## config.mk

```make
export PLATFORM = sky130hd
export DESIGN_NAME = i2c_ctrl_slave
export DESIGN_NICKNAME = d
export VERILOG_FILES = /design/src/rtl/i2c_ctrl_slave.sv
export SDC_FILE = /design/constraint.sdc
export NUM_CORES = 1
export LEC_CHECK = 0
export ABC_CLOCK_PERIOD_IN_PS = 2500
export BUFFER_PORTS_ARGS = -buffer_cell sky130_fd_sc_hd__buf_2
export CORE_MARGIN = 2
export CORE_UTILIZATION = 57
export DETAILED_ROUTE_END_ITERATION = 16
export PLACE_DENSITY = 0.8
export SKIP_LAST_GASP = 1
export SLEW_MARGIN = 20
export SYNTH_ARGS = -nofsm -noshare
export SYNTH_HDL_FRONTEND = slang
export SYNTH_SLANG_ARGS = --single-unit
```

## constraint.sdc

```tcl
create_clock -name clk -period 2.5 [get_ports clk]
set_clock_uncertainty 0.15 [all_clocks]
set_input_delay 0.25 -clock clk [delete_from_list [all_inputs] [get_ports clk]]
set_output_delay 0.25 -clock clk [all_outputs]
set_load 0.1 [all_outputs]
```

## src/rtl/i2c_ctrl_slave.sv

```systemverilog
module i2c_ctrl_slave #(
  parameter logic [6:0] DEV_ID = 7'b1011011
) (
  input  logic       clk,
  input  logic       rst_n,
  input  logic       scl_i,
  input  logic       sda_i,
  input  logic       pilot_det_i,
  input  logic       sap_det_i,
  output logic       sda_pull_o,
  output logic [7:0] cfg00_o,
  output logic [7:0] cfg01_o,
  output logic [7:0] cfg02_o,
  output logic [7:0] cfg05_o,
  output logic [7:0] cfg06_o,
  output logic       agc_on_o
);

  typedef enum logic [2:0] {S_IDLE, S_ADDR, S_SUB, S_DATA, S_RD, S_IGN} st_t;

  logic [1:0] scl_sy, sda_sy;
  logic       scl_p, sda_p;
  logic       scl_s, sda_s;
  logic       start_c, stop_c, rise, fall;

  st_t        st;
  logic [3:0] bitcnt;
  logic [7:0] shr, tx;
  logic       ack_q, drv_en, renew;
  logic [3:0] idx;
  logic [7:0] r00, r01, r02, r05, r06;
  logic       quiet, in_rd;

  always_ff @(posedge clk or negedge rst_n) begin
    if (!rst_n) begin
      scl_sy <= 2'b11;
      sda_sy <= 2'b11;
      scl_p  <= 1'b1;
      sda_p  <= 1'b1;
    end else begin
      scl_sy <= {scl_sy[0], scl_i};
      sda_sy <= {sda_sy[0], sda_i};
      scl_p  <= scl_sy[1];
      sda_p  <= sda_sy[1];
    end
  end

  assign scl_s   = scl_sy[1];
  assign sda_s   = sda_sy[1];
  assign start_c = scl_s & scl_p & sda_p & ~sda_s;
  assign stop_c  = scl_s & scl_p & ~sda_p & sda_s;
  assign rise    = scl_s & ~scl_p;
  assign fall    = ~scl_s & scl_p;

  always_ff @(posedge clk or negedge rst_n) begin
    if (!rst_n) begin
      st     <= S_IDLE;
      bitcnt <= '0;
      shr    <= '0;
      tx     <= '0;
      ack_q  <= 1'b0;
      drv_en <= 1'b0;
      renew  <= 1'b0;
      idx    <= '0;
      r00    <= '0;
      r01    <= '0;
      r02    <= '0;
      r05    <= '0;
      r06    <= '0;
    end else if (start_c) begin
      st     <= S_ADDR;
      bitcnt <= '0;
      ack_q  <= 1'b0;
      drv_en <= 1'b0;
    end else if (stop_c) begin
      st     <= S_IDLE;
      ack_q  <= 1'b0;
      drv_en <= 1'b0;
    end else if (fall && ack_q) begin
      ack_q  <= 1'b0;
      bitcnt <= '0;
      if (st == S_RD) begin
        drv_en <= 1'b1;
        tx     <= {pilot_det_i, sap_det_i, 6'b0};
      end
    end else if (!ack_q) begin
      case (st)
        S_ADDR, S_SUB, S_DATA: begin
          if (rise && bitcnt != 4'd8) begin
            shr    <= {shr[6:0], sda_s};
            bitcnt <= bitcnt + 4'd1;
          end else if (fall && bitcnt == 4'd8) begin
            case (st)
              S_ADDR: begin
                if (shr[7:1] == DEV_ID) begin
                  ack_q <= 1'b1;
                  st    <= shr[0] ? S_RD : S_SUB;
                end else begin
                  st <= S_IGN;
                end
              end
              S_SUB: begin
                ack_q <= 1'b1;
                idx   <= shr[3:0];
                renew <= (shr[7:4] == 4'h8);
                st    <= S_DATA;
              end
              default: begin
                ack_q <= 1'b1;
                case (idx)
                  4'h0: r00 <= shr;
                  4'h1: r01 <= shr;
                  4'h2: r02 <= shr;
                  4'h5: r05 <= shr;
                  4'h6: r06 <= shr;
                  default: ;
                endcase
                if (!renew) idx <= idx + 4'd1;
              end
            endcase
          end
        end
        S_RD: begin
          if (rise) begin
            if (bitcnt < 4'd8) bitcnt <= bitcnt + 4'd1;
            else if (bitcnt == 4'd8) begin
              if (sda_s) st <= S_IGN;
              else bitcnt <= 4'd9;
            end
          end else if (fall) begin
            if (bitcnt == 4'd8) drv_en <= 1'b0;
            else if (bitcnt == 4'd9) begin
              tx     <= {pilot_det_i, sap_det_i, 6'b0};
              bitcnt <= '0;
              drv_en <= 1'b1;
            end else if (bitcnt != 4'd0) tx <= {tx[6:0], 1'b0};
          end
        end
        default: ;
      endcase
    end
  end

  assign quiet      = (st == S_IDLE) || (st == S_IGN);
  assign in_rd      = (st == S_RD);
  assign sda_pull_o = ack_q | (in_rd & drv_en & ~tx[7]);
  assign cfg00_o    = r00;
  assign cfg01_o    = r01;
  assign cfg02_o    = r02;
  assign cfg05_o    = r05;
  assign cfg06_o    = r06;
  assign agc_on_o   = |r00[7:6];

endmodule

```

==> summary.md, run 1 <==
| Metric | Value |
|---|---|
| Setup crit end kind | `output port` |
| CTS buffer count | `9` |
| Largest net degree at the start of global routing | `47` |
| Final design utilization | `0.720` |
| Vias per cell | `about 5.8` |
| Final #Nets | `between 300 and 400` |
| Setup-failing EPs final | `0` |
| Synth warn | `0` |
| Avg WL per Cell | `around 18 um` |
| CTS sink cnt | `70` |
| Hold EP | `tx[7]` |
| Initial antenna violation count | `0` |
| CP peak stage delay | `0.64 ns` |
| Hold Path Class | `primary input to flip-flop` |
| Clock root cell | `clkbuf_8` |
| R2R Path Start | `bitcnt[0]` |
| Post-DP HPWL | `4890 um` |
| Avg Inst Size Synth | `12.5 um^2` |
| Standby leakage power | `2.02 nW` |
| Worst hold margin | `0.0425 ns` |
| Power, Total | `2.85 mW` |
| Post-synth EDFFs | `0` |
| Post-synth top area share | `0.489` |
| Slew HR | `0.586` |
| Most common flop cell mapped by yosys | `dfrtp_1` |
| R2r worst-path depth | `8` |
| Initial Utilization | `0.592` |
| Cell count after synthesis | `around 260` |
| Initial drt markers | `165` |
| Fin crit share | `0.982` |
| Most common cell after layout, fill and taps aside | `dfrtp_1` |
| Reg2reg end | `cfg00_o[4]` |
| Crit path launch type | `flip-flop` |
| Buffers added on ports | `47` |
| Post-Layout Cell Count | `between 400 and 500` |
| Synth top area cells | `dfrtp_1 49%, mux2_2 17%, dfstp_2 4.8%` |
| Most frequent cells in the layout | `64 x dfrtp_1, 49 x mux2_2, 46 x buf_2` |
| Final hold vios | `0` |
| Placed Cells | `384` |
| WHS Path Cells | `3` |
| Core region area | `roughly 0.0055 mm^2` |
| Clock slew at reported path FFs | `approximately 0.080 ns` |
| Maximum capacitance violations | `0` |
| Pre-CTS setup slack | `approximately 0.086 ns` |
| DRT Pass-1 Iters | `4` |
| Synth Cell Area | `0.00328 mm^2` |
| Die Area | `~0.0064 mm^2` |
| Fmax | `slightly above 0.4 GHz` |
| Top Ports | `48` |
| Yosys top cell by area | `dfrtp_1` |
| Flops & latches, synth | `70` |
| Critical path data arrival time | `roughly 2.1 ns` |
| VDD IR max | `~0.43 mV` |
| Asr flop ratio synth | `1.00` |
| Max-slew violation count | `0` |
| Proportion of layout cells with a drive suffix above 1 | `0.449` |
| CTS tree | `yes` |
| Post-synthesis net count | `between 200 and 300` |
| Final Wtd Congestion | `approximately 0.90` |
| WS Path Type | `flip-flop to output port` |
| Outcome | `finished clean` |
| Post-Route WL | `7230 um` |
| Clk Latency, worst-skew pair | `0.35 ns` |
| Residual DRC | `0` |
| Grt ovf | `0` |
| Sequential area share after synthesis | `0.537` |
| Flop-to-flop setup slack | `approximately 0.090 ns` |
| CP Data Required Time | `about 2.1 ns` |
| Worst-Margin Slew | `just over 0.6 ns` |
| First-pass GRT wire length | `around 12000 um` |
| All-Layer GR Usage | `0.245` |
| FP Rows | `27` |
| Die width | `79.8 um` |
| Hold_sp | `pilot_det_i` |
| Via Count | `about 2400` |
| Post-synthesis to final-layout area growth | `21.7%` |
| DIE HEIGHT | `79.8 um` |
| Worst path cell trace | `or3b_2 > o31ai_4 > buf_4` |
| Crit-path slowest cell | `or3b_2` |
| Max Root-Sink Buffers | `2` |
| Period minus WS final | `~2.5 ns` |
| Vias in the first global route | `~2300` |
| Power Dens Cells | `around 700 mW/mm^2` |
| Crit Path Max Fanout | `13` |
| # fillers | `about 390` |
| Ant diodes | `0` |
| Final worst slack | `approximately 0.044 ns` |
| Netlist cell types | `57` |
| RSZ-0062 raised after global routing | `yes` |
| Post-route ant nets | `0` |
| H-tree levels | `3` |
routing by layer:
layer  share of wire  GRT usage
met5               0          0
met4           0.020     0.0983
met3           0.051     0.0554
met2            0.48      0.385
met1            0.45      0.332
worst max path at each step:
stage	cells after the start	slack, ns	start	end
after global placement	8	0.15	bitcnt[1]	cfg02_o[3]
after floorplan	4	0.16	st[1]	sda_pull_o
final	3	0.04	st[0]	sda_pull_o
after CTS	3	0.06	st[0]	sda_pull_o
after detailed placement	8	0.09	bitcnt[1]	cfg02_o[0]
after global routing	3	-0.003	st[0]	sda_pull_o
worst max-delay path: cells and delay by family (launching register included):
family,cells,cell delay [ns]
AND/OR/NAND/NOR,1,0.64
flip-flops,1,0.53
buffers and inverters,1,0.32
AO/OA/AOI/OAI,1,0.21
cell usage after synthesis (all sizes together), types with 2 or more instances:
cell type and instances:
dfrtp 64, mux2 49, nand2 13, a21oi 10, inv 9, nor2 9
o21ai 9, ha 8, buf 7, dfstp 6, nand2b 6, nand3 6
nor2b 6, nor3 5, a2bb2oi 3, and2 3, and3b 3, clkbuf 3
nor3b 3, and4bb 2, mux2i 2, nor4 2, o31ai 2, or3 2
or4 2, xnor2 2
power by group:
group          switching, mW  leakage [nW]  internal [mW]
registers              0.202         0.927           1.24
logic                  0.245         0.999          0.257
clock network          0.447        0.0973          0.468
metrics by stage:
stage	TNS (ns)	area, um^2
floorplan	0	3290
global placement	0	3710
detailed placement	0	3710
CTS	0	3950
global route	-0.00263	3990
finish	0	3990
layout make-up:
class	instances	area (um^2)	share of cell area
Sequential cell	70	1760	0.441
Inverter	9	33.8	0.00847
Clock inverter	6	68.8	0.0172
Tap cell	72	90.1	0.0226
Multi-Input combinational cell	173	1470	0.368
Clock buffer	10	128	0.0320
Timing Repair Buffer	66	440	0.110
what timing repair did:
action | 4_1_cts | 5_1_grt
resized for setup | 1 | 7
hold buffers | 4 | 0
pin swaps | 0 | 2
endpoints found under the hold margin | 27 | 0
setup endpoints to repair | 1 | 24
buffers inserted | 0 | 2
registers in the layout (all words and copies together) (netlist names), 2 cells and up:
name     count
scl_sy       2
st           3
sda_sy       2
cfg00_o      8
bitcnt       4
cfg06_o      8
cfg02_o      8
cfg05_o      8
cfg01_o      8
idx          4
tx           2
shr          8
cells by family after synthesis:
kind of cell	after synthesis	synth area share
compound gates	43	0.0920
xor+xnor	2	0.00534
fa+ha+maj	8	0.0305
buf+inv	19	0.0279
flops	70	0.537
mux	51	0.174
simple gates	69	0.133
Power figures use the tool's default switching activity.
==> run 2, diff against run 1 <==
Settings changed: ABC_CLOCK_PERIOD_IN_PS 2500 to 2950, CORE_UTILIZATION 57 to 61, PLACE_DENSITY 0.8 to 0.84.
Clock period 2.5 ns to 2.95 ns, I/O delays scaled along.
==> run 2 against run 1 <==
  * Sequential cell count unchanged
  * Design area down 4.2%
  * Sequential power down 13%
  * Global-route usage up 0.90 points
  * Via count down 1.8%
  * Highest routed layer unchanged
  * Utilization up 2.4 points
  * Clock-buffer cell count up 1
==> summary.md, run 2 (synthesized netlist as in run 1, its figures left out) <==
| Metric | Value |
|---|---|
| Ant diodes | `0 (unchanged)` |
| Final #Nets | `331 (-3.5%)` |
| Slew HR | `0.595 (+0.00899)` |
| WS Path Type | `flip-flop to flip-flop` |
| Post-Route WL | `6940 um (-3.9%)` |
| Final worst slack | `0.342 ns (+0.298 ns)` |
| Power share of the combinational group | `0.138 (-0.038)` |
| Max-slew violation count | `0 (unchanged)` |
| CTS sink cnt | `70 (unchanged)` |
| Crit path launch type | `flip-flop` |
| RSZ-0062 raised after global routing | `no` |
| Post-route ant nets | `0 (unchanged)` |
| Cell class contributing the biggest share of worst-path delay | `simple AND/OR/NAND/NOR gates` |
| Critical path data arrival time | `2.69 ns (+0.63 ns)` |
| Buffers added on ports | `47 (unchanged)` |
| H-tree levels | `3 (unchanged)` |
| Core region area | `0.00514 mm^2 (-7.2%)` |
| CP Data Required Time | `3.03 ns (+0.93 ns)` |
| R2r worst-path depth | `7 (-1)` |
| Initial antenna violation count | `0 (unchanged)` |
| DRT Pass-1 Iters | `4 (unchanged)` |
| Most common cell after layout, fill and taps aside | `dfrtp_1` |
| First-pass GRT wire length | `11700 um (-0.64%)` |
| Fmax | `0.383 GHz` |
| Grt ovf | `0 (unchanged)` |
| Residual DRC | `0 (unchanged)` |
| Cell-internal power | `1.66 mW (-15%)` |
| Sw frac | `0.305 (-0.00805)` |
| CTS buffer count | `9 (unchanged)` |
| Setup-failing EPs final | `0 (unchanged)` |
| Seq pwr share | `0.521 (+0.017)` |
| Clk pwr share | `0.342 (+0.022)` |
| Stages on worst setup path | `7 (+4)` |
| Max Root-Sink Buffers | `2 (unchanged)` |
| Power, Total | `2.39 mW (-16%)` |
| Period minus WS final | `~2.6 ns` |
| Final Wtd Congestion | `0.939 (+4.7%)` |
| Pre-CTS setup slack | `0.399 ns (+0.312 ns)` |
| Initial Utilization | `0.638 (+0.0461)` |
| WHS Path Cells | `3 (unchanged)` |
| Largest net degree at the start of global routing | `29 (-38%)` |
| Post-synthesis to final-layout area growth | `16.6%` |
| Clk Latency, worst-skew pair | `0.34 ns (about the same)` |
| Post-DP HPWL | `4690 um (-4.0%)` |
| Most frequent cells in the layout | `64 x dfrtp_1, 49 x mux2_2, 47 x buf_2` |
| Die width | `77.3 um (-3.2%)` |
| All-Layer GR Usage | `0.254 (+0.00902)` |
| Avg WL per Cell | `17.7 um (-0.50%)` |
| CTS tree | `yes` |
| Standby leakage power | `1.95 nW (-3.5%)` |
| Via Count | `2307 (-1.8%)` |
| Initial drt markers | `181 (+9.7%)` |
| Fin crit share | `0.884` |
| Maximum capacitance violations | `0 (unchanged)` |
| Hold Path Class | `primary input to flip-flop` |
| Clock slew at reported path FFs | `0.07 ns (about the same)` |
| Final hold vios | `0 (unchanged)` |
| Sum Neg Setup Slack | `0 ns (unchanged)` |
| Worst-Margin Slew | `0.605 ns (-0.0161 ns)` |
| CP peak stage delay | `0.43 ns (-0.21 ns)` |
| Top Ports | `48 (unchanged)` |
| Critical path buffers and inverters | `1 (unchanged)` |
| Outcome | `finished clean` |
| Crit-path slowest cell | `dfrtp_1` |
| Worst path cell trace | `inv_1 > ha_1 > and4bb_2 > nand4b_1 > nor4b_2 > and2_1 > mux2_2` |
| DIE HEIGHT | `77.3 um (-3.2%)` |
| Vias per cell | `5.89 (+1.7%)` |
| Proportion of layout cells with a drive suffix above 1 | `0.419 (-0.0298)` |
| Post-cts gate resize count | `0 (-1)` |
| Net switching power | `0.729 mW (-18%)` |
| Power Dens Cells | `626 mW/mm^2 (-13%)` |
| VDD IR max | `0.539 mV (+24%)` |
| Clock root cell | `clkbuf_8` |
| Setup crit end kind | `flip-flop` |
| Die Area | `0.00598 mm^2 (-6.2%)` |
| Crit Path Max Fanout | `8 (-5)` |
| Vias in the first global route | `2375 (+2.1%)` |
| FP Rows | `26 (-3.7%)` |
run 2: routing by layer:
layer  part of all wire  GRT usage  wire, um
met5                  0          0         0
met4              0.024      0.138       170
met1               0.45      0.340      3110
met2               0.48      0.388      3330
met3              0.047     0.0565       329
run 2: final timing paths:
path                           start    endpoint  slack (ns)
setup reg to reg           bitcnt[0]  cfg01_o[5]        0.34
hold / removal             sap_det_i       tx[6]        0.03
max in group asynchronous      rst_n       sda_p        1.62
min in group asynchronous      rst_n   bitcnt[2]        0.27
hold reg to reg            scl_sy[0]   scl_sy[1]        0.21
setup / recovery           bitcnt[0]  cfg01_o[5]        0.34
run 2: layout make-up:
cell class | instances | area [um^2]
well taps | 70 | 87.6
inverters | 9 | 33.8
multi-input cells | 173 | 1430
clock inverters | 5 | 63.8
flip-flops and latches | 70 | 1760
fillers | 333 | 1320
repair buffers | 54 | 295
clock buffers | 11 | 151
run 2: stage by stage:
stage	cells	hold WS, ns	area [um^2]	utilization
5_1_grt	392	0.0768	3820	0.744
2_1_floorplan	262	-0.151	3280	-
3_5_place_dp	373	0.118	3580	0.696
6_report	392	0.0325	3820	0.744
4_1_cts	392	0.0202	3820	0.744
3_3_place_gp	373	0.102	3580	0.696
run 2: tightest hold or removal path: cells and delay by family:
family / cells / cell delay [ns]
AND/OR/NAND/NOR: 1 / 0.05
buffers and inverters: 1 / 0.08
AO/OA/AOI/OAI: 1 / 0.07
run 2: power by group through the flow:
stage / sequential (mW) / combinational (mW) / clock [mW]
global route: 1.26 / 0.369 / 0.862
detailed placement: 1.26 / 0.323 / 0
floorplan: 1.16 / 0.266 / 0
global placement: 1.26 / 0.315 / 0
finish: 1.25 / 0.329 / 0.817
CTS: 1.24 / 0.330 / 0.829
run 2: what timing repair did:
item,CTS,global route
endpoints found under the hold margin,17,0
hold buffers,3,0
setup buffers,0,0
